==> src/rtl/lcd_seq_pkg.sv <==
package lcd_seq_pkg;

  // Transfer phases of the sequencer
  typedef enum logic [2:0] {
    PH_BOOT,
    PH_SETUP,
    PH_STROBE,
    PH_HOLD,
    PH_SETTLE,
    PH_IDLE
  } phase_t;

  // Command index; the order is the power-on order
  typedef enum logic [1:0] {
    CI_CLEAR = 2'd0,
    CI_FUNC  = 2'd1,
    CI_DISP  = 2'd2,
    CI_ENTRY = 2'd3
  } cmd_idx_t;

  localparam logic [7:0] CODE_CLEAR = 8'h01;
  localparam logic [7:0] CODE_FUNC  = 8'h33;
  localparam logic [7:0] CODE_DISP  = 8'h0C;
  localparam logic [7:0] CODE_ENTRY = 8'h06;

endpackage

==> src/rtl/lcd_cmd_expand.sv <==
module lcd_cmd_expand
  import lcd_seq_pkg::*;
#(
  parameter int unsigned DATA_W = 8
) (
  input  logic              en,
  input  cmd_idx_t          idx,
  output logic [DATA_W-1:0] code
);

  logic [7:0] raw;

  always_comb begin
    unique case (idx)
      CI_CLEAR: raw = CODE_CLEAR;
      CI_FUNC:  raw = CODE_FUNC;
      CI_DISP:  raw = CODE_DISP;
      default:  raw = CODE_ENTRY;
    endcase
  end

  // Output is forced to zero when this source does not own the bus
  assign code = en ? DATA_W'(raw) : '0;

endmodule

==> src/rtl/lcd_bus_steer.sv <==
module lcd_bus_steer #(
  parameter int unsigned DATA_W = 8
) (
  input  logic              cmd_en,
  input  logic              chr_en,
  input  logic [DATA_W-1:0] cmd_code,
  input  logic [DATA_W-1:0] chr_code,
  output logic [DATA_W-1:0] bus
);

  // AND-OR steering per bit; an idle bus reads as zero
  for (genvar b = 0; b < DATA_W; b++) begin : g_bit
    assign bus[b] = (cmd_en & cmd_code[b]) | (chr_en & chr_code[b]);
  end

endmodule

==> src/rtl/lcd_seq_fsm.sv <==
module lcd_seq_fsm
  import lcd_seq_pkg::*;
#(
  parameter int unsigned DATA_W         = 8,
  parameter int unsigned E_HIGH_CYC     = 12,
  parameter int unsigned SETTLE_CYC     = 2000,
  parameter int unsigned CLR_SETTLE_CYC = 80000
) (
  input  logic              clk,
  input  logic              rst_n,
  input  logic              wr_req,
  input  logic [DATA_W-1:0] wr_char,
  output logic              lcd_e,
  output logic              rs,
  output logic              cmd_en,
  output logic              chr_en,
  output cmd_idx_t          cmd_idx,
  output logic [DATA_W-1:0] chr_data,
  output logic              busy
);

  localparam int unsigned MAX_AB  = (E_HIGH_CYC > SETTLE_CYC) ? E_HIGH_CYC : SETTLE_CYC;
  localparam int unsigned CNT_MAX = (MAX_AB > CLR_SETTLE_CYC) ? MAX_AB : CLR_SETTLE_CYC;
  localparam int unsigned CNT_W   = (CNT_MAX < 2) ? 1 : $clog2(CNT_MAX + 1);

  phase_t            phase_q, phase_n;
  logic [CNT_W-1:0]  cnt_q, cnt_n;
  cmd_idx_t          idx_q, idx_n;
  logic              is_chr_q, is_chr_n;
  logic              pend_q, pend_n;
  logic              req_d_q;
  logic [DATA_W-1:0] pend_chr_q, xfer_chr_q;
  logic              pend_chr_ld, xfer_chr_ld;
  logic [DATA_W-1:0] xfer_chr_src;
  logic              rise;
  logic              start_chr;
  logic              in_xfer;

  assign rise = wr_req & ~req_d_q;

  // Next-state logic
  always_comb begin
    phase_n   = phase_q;
    cnt_n     = cnt_q;
    idx_n     = idx_q;
    is_chr_n  = is_chr_q;
    start_chr = 1'b0;
    unique case (phase_q)
      PH_BOOT: begin
        phase_n  = PH_SETUP;
        idx_n    = CI_CLEAR;
        is_chr_n = 1'b0;
      end
      PH_SETUP: begin
        phase_n = PH_STROBE;
        cnt_n   = CNT_W'(E_HIGH_CYC - 1);
      end
      PH_STROBE: begin
        if (cnt_q == '0) phase_n = PH_HOLD;
        else             cnt_n   = cnt_q - 1'b1;
      end
      PH_HOLD: begin
        phase_n = PH_SETTLE;
        if (!is_chr_q && idx_q == CI_CLEAR) cnt_n = CNT_W'(CLR_SETTLE_CYC - 1);
        else                                cnt_n = CNT_W'(SETTLE_CYC - 1);
      end
      PH_SETTLE: begin
        if (cnt_q != '0) begin
          cnt_n = cnt_q - 1'b1;
        end else if (!is_chr_q && idx_q != CI_ENTRY) begin
          idx_n   = cmd_idx_t'(idx_q + 1'b1);
          phase_n = PH_SETUP;
        end else if (pend_q || rise) begin
          start_chr = 1'b1;
        end else begin
          phase_n = PH_IDLE;
        end
      end
      PH_IDLE: begin
        if (rise) start_chr = 1'b1;
      end
      default: phase_n = PH_BOOT;
    endcase
    if (start_chr) begin
      phase_n  = PH_SETUP;
      is_chr_n = 1'b1;
    end
  end

  // Pending request bookkeeping: latest edge wins, start consumes it
  always_comb begin
    pend_n       = pend_q;
    pend_chr_ld  = 1'b0;
    xfer_chr_ld  = start_chr;
    xfer_chr_src = rise ? wr_char : pend_chr_q;
    if (start_chr) begin
      pend_n = 1'b0;
    end else if (rise) begin
      pend_n      = 1'b1;
      pend_chr_ld = 1'b1;
    end
  end

  // State registers
  always_ff @(posedge clk or negedge rst_n) begin
    if (!rst_n) begin
      phase_q  <= PH_BOOT;
      cnt_q    <= '0;
      idx_q    <= CI_CLEAR;
      is_chr_q <= 1'b0;
      pend_q   <= 1'b0;
      req_d_q  <= 1'b0;
    end else begin
      phase_q  <= phase_n;
      cnt_q    <= cnt_n;
      idx_q    <= idx_n;
      is_chr_q <= is_chr_n;
      pend_q   <= pend_n;
      req_d_q  <= wr_req;
    end
  end

  // Data registers with explicit load enables, no reset
  always_ff @(posedge clk) begin
    if (pend_chr_ld) pend_chr_q <= wr_char;
    if (xfer_chr_ld) xfer_chr_q <= xfer_chr_src;
  end

  assign in_xfer  = (phase_q == PH_SETUP) || (phase_q == PH_STROBE) || (phase_q == PH_HOLD);
  assign lcd_e    = (phase_q == PH_STROBE);
  assign rs       = in_xfer & is_chr_q;
  assign cmd_en   = in_xfer & ~is_chr_q;
  assign chr_en   = in_xfer & is_chr_q;
  assign cmd_idx  = idx_q;
  assign chr_data = xfer_chr_q;
  assign busy     = (phase_q != PH_IDLE);

  AST_IDLE_NO_PEND: assert property (@(posedge clk) disable iff (!rst_n)
    (phase_q == PH_IDLE) |-> !pend_q);

  AST_CHR_AFTER_INIT: assert property (@(posedge clk) disable iff (!rst_n)
    is_chr_q |-> (idx_q == CI_ENTRY));

endmodule

==> src/rtl/lcd_chr_seq.sv <==
module lcd_chr_seq
  import lcd_seq_pkg::*;
#(
  parameter int unsigned DATA_W         = 8,
  parameter int unsigned E_HIGH_CYC     = 12,
  parameter int unsigned SETTLE_CYC     = 2000,
  parameter int unsigned CLR_SETTLE_CYC = 80000
) (
  input  logic              clk,
  input  logic              rst_n,
  input  logic              wr_req,
  input  logic [DATA_W-1:0] wr_char,
  output logic              lcd_e,
  output logic              lcd_rs,
  output logic              lcd_rw,
  output logic [DATA_W-1:0] lcd_bus,
  output logic              busy
);

  logic              cmd_en;
  logic              chr_en;
  cmd_idx_t          cmd_idx;
  logic [DATA_W-1:0] chr_data;
  logic [DATA_W-1:0] cmd_code;
  logic [DATA_W-1:0] chr_code;

  lcd_seq_fsm #(
    .DATA_W         (DATA_W),
    .E_HIGH_CYC     (E_HIGH_CYC),
    .SETTLE_CYC     (SETTLE_CYC),
    .CLR_SETTLE_CYC (CLR_SETTLE_CYC)
  ) u_fsm (
    .clk      (clk),
    .rst_n    (rst_n),
    .wr_req   (wr_req),
    .wr_char  (wr_char),
    .lcd_e    (lcd_e),
    .rs       (lcd_rs),
    .cmd_en   (cmd_en),
    .chr_en   (chr_en),
    .cmd_idx  (cmd_idx),
    .chr_data (chr_data),
    .busy     (busy)
  );

  lcd_cmd_expand #(.DATA_W(DATA_W)) u_cmd (
    .en   (cmd_en),
    .idx  (cmd_idx),
    .code (cmd_code)
  );

  assign chr_code = chr_en ? chr_data : '0;

  lcd_bus_steer #(.DATA_W(DATA_W)) u_steer (
    .cmd_en   (cmd_en),
    .chr_en   (chr_en),
    .cmd_code (cmd_code),
    .chr_code (chr_code),
    .bus      (lcd_bus)
  );

  assign lcd_rw = 1'b0;

  AST_ONE_SOURCE: assert property (@(posedge clk) disable iff (!rst_n)
    $onehot0({cmd_en, chr_en}));

  AST_SETUP_STABLE: assert property (@(posedge clk) disable iff (!rst_n)
    $rose(lcd_e) |-> ($stable(lcd_bus) && $stable(lcd_rs)));

  AST_FALL_STABLE: assert property (@(posedge clk) disable iff (!rst_n)
    $fell(lcd_e) |-> ($stable(lcd_bus) && $stable(lcd_rs)));

  AST_STROBE_BUSY: assert property (@(posedge clk) disable iff (!rst_n)
    lcd_e |-> busy);

  AST_IDLE_QUIET: assert property (@(posedge clk) disable iff (!rst_n)
    !busy |-> (!lcd_e && !lcd_rs && lcd_bus == '0));

endmodule

==> config.mk <==
export PLATFORM = sky130hd
export DESIGN_NAME = lcd_chr_seq
export DESIGN_NICKNAME = d
export VERILOG_FILES = /design/src/rtl/lcd_seq_pkg.sv /design/src/rtl/lcd_cmd_expand.sv /design/src/rtl/lcd_bus_steer.sv /design/src/rtl/lcd_seq_fsm.sv /design/src/rtl/lcd_chr_seq.sv
export SDC_FILE = /design/constraint.sdc
export NUM_CORES = 1
export LEC_CHECK = 0
export BUFFER_PORTS_ARGS = -buffer_cell sky130_fd_sc_hd__buf_2
export CAP_MARGIN = 20
export CORE_MARGIN = 2
export CORE_UTILIZATION = 45
export DETAILED_ROUTE_END_ITERATION = 16
export MAX_ROUTING_LAYER = met4
export PLACE_DENSITY_LB_ADDON = 0.12
export SLEW_MARGIN = 10
export SYNTH_ARGS = -nofsm -noshare
export SYNTH_HDL_FRONTEND = slang
export SYNTH_SLANG_ARGS = --single-unit
export TNS_END_PERCENT = 5
==> constraint.sdc <==
create_clock -name clk -period 2.4 [get_ports clk]
set_input_delay 0.12 -clock clk [delete_from_list [all_inputs] [get_ports clk]]
set_output_delay 0.12 -clock clk [all_outputs]
set_load 0.05 [all_outputs]
==> summary.txt <==
Run status
  • Status: finished clean

GRT
  • Aggregate global-route resource usage: 0.2180
  • First-pass GRT wire length: 10360 um
  • Grt total ovfl: 0
  • Largest net degree at the start of global routing: 26
  • Initial antenna violation count: 0
  • Vias in the first global route: roughly 2100

Clock network
  • Setup repair bufs after CTS: 0
  • Sink Count: between 40 and 50
  • Clk pin slew, worst setup/hold paths: ~0.08 ns
  • Number of CTS-inserted buffers: 5
  • CTS max path bufs: 2
  • Clock Tree Root: clkbuf_8
  • CTS tree: done
  • H-Tree Depth: 2
  • Clock Latency Late Sink: a little under 0.3 ns

STA
  • Final hold vios: 0
  • Setup ws final: between 0.2 and 0.25 ns
  • Setup-failing EPs final: 0
  • Worst Tran Pin Value: 0.8274 ns
  • Fmax: about 460 MHz
  • Fin Setup TNS: 0 ns
  • Pins Over Slew Limit: 0
  • RSZ-0062 raised after global routing: false
  • Post-route minimum period: 2.153 ns
  • Skew final: around 0.0042 ns
  • Period utilization: 0.8969
  • Slew headroom: 0.4464

Synthesis
  • Mapped Nets: 274
  • Mean area per synthesized cell: 9.921 um^2
  • Post-synth EDFFs: 16
  • Synth warnings: 0
  • Post-Syn Instances: 255
  • FFs w/ async S/R, synth: 0.6098
  • Top cells by area, synth: dfrtp_1 25%, edfxtp_1 19%, ha_1 4.0%
  • Post-synth cell types: a little under 60
  • Synth Flop Type: dfrtp_1
  • Mapped cell area: between 0.002 and 0.003 mm^2
  • FF+latch count, synth: 41
  • Cell taking the most area after synthesis: dfrtp_1
  • Sequential area share after synthesis: 0.4372
  • Synth top area share: 0.2473

Critical path
  • Worst-path fanout max: 8
  • CP endpoint kind: flip-flop
  • WP data arrival: between 2 and 2.5 ns
  • Crit Path Class: flip-flop to flip-flop
  • Worst setup SP type: flip-flop
  • RR Startpoint: u_fsm.cnt_q[0]
  • CP required: about 2.5 ns
  • CP Launch Point: u_fsm.cnt_q[0]

Placement
  • Worst slack at placement: 0.1280 ns
  • # port buffers: 21
  • DP HPWL: 4374 um
  • RePlAce Congestion: around 0.92
  • Inst Count DP: between 300 and 400

Detailed routing
  • Via count: approximately 2100
  • WL/cell: between 15 and 20 um
  • Routed WL: 6085 um
  • Vias per inst: slightly below 6
  • Post-route ant nets: 0
  • DRC viols: 0
  • Initial DRC count: 132
  • 1st-pass router iterations: 5

Floorplan
  • Core area: around 0.0055 mm^2
  • Die area: ~0.0062 mm^2
  • Height of the die: ~80 um
  • Initial Util: 0.4623
  • Total I/O pin count: 23
  • Die width: between 70 and 80 um
  • Site Rows: 27

Finish
  • Fillers: between 500 and 600
  • Area growth syn-to-layout: 16.37%
  • Commonest non-fill, non-tap cell in the layout: dfrtp_1
  • Final net count: between 300 and 400
  • Commonest non-fill, non-tap cells in the layout: 25 x dfrtp_1, 22 x nor2_1, 21 x buf_2, 21 x buf_4, 17 x o21ai_0
  • Non-Filler Instances: between 300 and 400
  • Share of cells above drive strength 1: 0.2568
  • ANT cells: 0

Pwr
  • Overall power: between 1 and 1.5 mW
  • Pwr per Cell Area: approximately 420 mW/mm^2
  • LEAKAGE: 1.129 nW
  • Peak VDD IR: between 0.2 and 0.3 mV

Flow run
  • Number of max-cap violations: 0

Worst hold path
  • HP Start: wr_char[2]
  • Worst hold path type: primary input to flip-flop
[timing repair]
item / CTS / global route
endpoints found under the setup margin: 0 / 8
gates resized for setup: 0 / 1
hold buffers: 2 / 2
endpoints found under the hold margin: 26 / 2
[sequential cells by signal, summed over array words and instances, names as in the netlist]
register          cells
u_fsm.chr_data        8
u_fsm.cmd_idx         2
u_fsm.cnt_q          17
u_fsm.is_chr_q        1
u_fsm.pend_chr_q      8
u_fsm.pend_q          1
u_fsm.phase_q         3
u_fsm.req_d_q         1
[worst max-delay path: stages, from the launching register on]
cell and delay (ns):
dfrtp_1 0.38, inv_1 0.12, ha_1 0.19, nor2b_1 0.22, nand4_4 0.12, or2_1 0.28
o31ai_2 0.23, buf_4 0.16, nor3b_1 0.04, buf_4 0.17
[layout make-up]
type	instances	area, um^2	area share
multi-input cells	189	1319	0.4479
flip-flops and latches	41	1106	0.3757
repair buffers	46	302.8	0.1028
well taps	72	90.09	0.03060
clock buffers	7	76.32	0.02592
inverters	12	45.04	0.01530
clock inverters	1	5.005	0.001700
[synth_stat cells, types with 2 or more instances]
master    instances
mux2_2            8
nor3_1            9
a211oi_1          3
nor2b_1           5
xnor2_1           2
nand4_1           2
or2_2             2
a21oi_1          14
dfrtp_1          25
a31oi_1          10
a32oi_1           3
clkbuf_1          9
nand2_1          14
nand3_1           3
nor2_1           22
nor4_4            2
ha_1              8
nor3b_1           2
and3_1            6
and2_1            2
a311oi_1          2
nor4_2            2
inv_1            12
o21a_1            2
a22o_1            3
nand2b_1          7
nor3_2            3
edfxtp_1         16
o31ai_1           7
o22ai_1           4
nor4_1            2
o21ai_0          17
[path summary, 6_finish.rpt]
path	cells past startpoint	slack, ns	endpoint
worst max-delay path	9	0.25	u_fsm.pend_chr_q[4]
worst min-delay path	1	0.02	u_fsm.pend_chr_q[2]
worst max register to register	9	0.25	u_fsm.pend_chr_q[4]
worst min register to register	1	0.54	u_fsm.is_chr_q
max in group asynchronous	2	1.64	u_fsm.cnt_q[4]
min in group asynchronous	2	0.37	u_fsm.cnt_q[13]
[stage by stage]
step                      area (um^2)  hold WS [ns]  utilization
after detailed placement         2821        0.1695       0.5155
after CTS                        2923      0.007178       0.5341
after floorplan                  2530       -0.1756            -
after global routing             2944      0.005118       0.5380
final                            2944       0.01529       0.5380
after global placement           2821        0.1663       0.5155
[power by group]
part / switching (mW) / internal [mW] / leakage, nW
Sequential: 0.00166 / 0.736 / 0.437
Combinational: 0.0260 / 0.0218 / 0.649
Clock: 0.236 / 0.204 / 0.0422
[routing by layer]
layer | vias to the layer above | wire [um] | track usage
met3 | 6 | 203 | 0.04091
met4 | 0 | 45 | 0.05000
met5 | - | 0 | -
met1 | 1018 | 2786 | 0.2853
li1 | 1039 | - | -
met2 | 58 | 3049 | 0.3551
[cells by family (layout without fill, tap and decap cells)]
logic type / after synthesis / after routing / synth area share
muxes: 9 / 9 / 0.03957
AOI/OAI and AO/OA: 76 / 76 / 0.2013
xor gates and xnor gates: 2 / 2 / 0.006925
adders and majority gates: 8 / 8 / 0.03957
buffers and inverters: 25 / 66 / 0.04203
DFF: 41 / 41 / 0.4372
other: 1 / 1 / 0.001482
and+or+nand+nor: 93 / 93 / 0.2319
No activity file was read; power rests on OpenSTA's default activity.
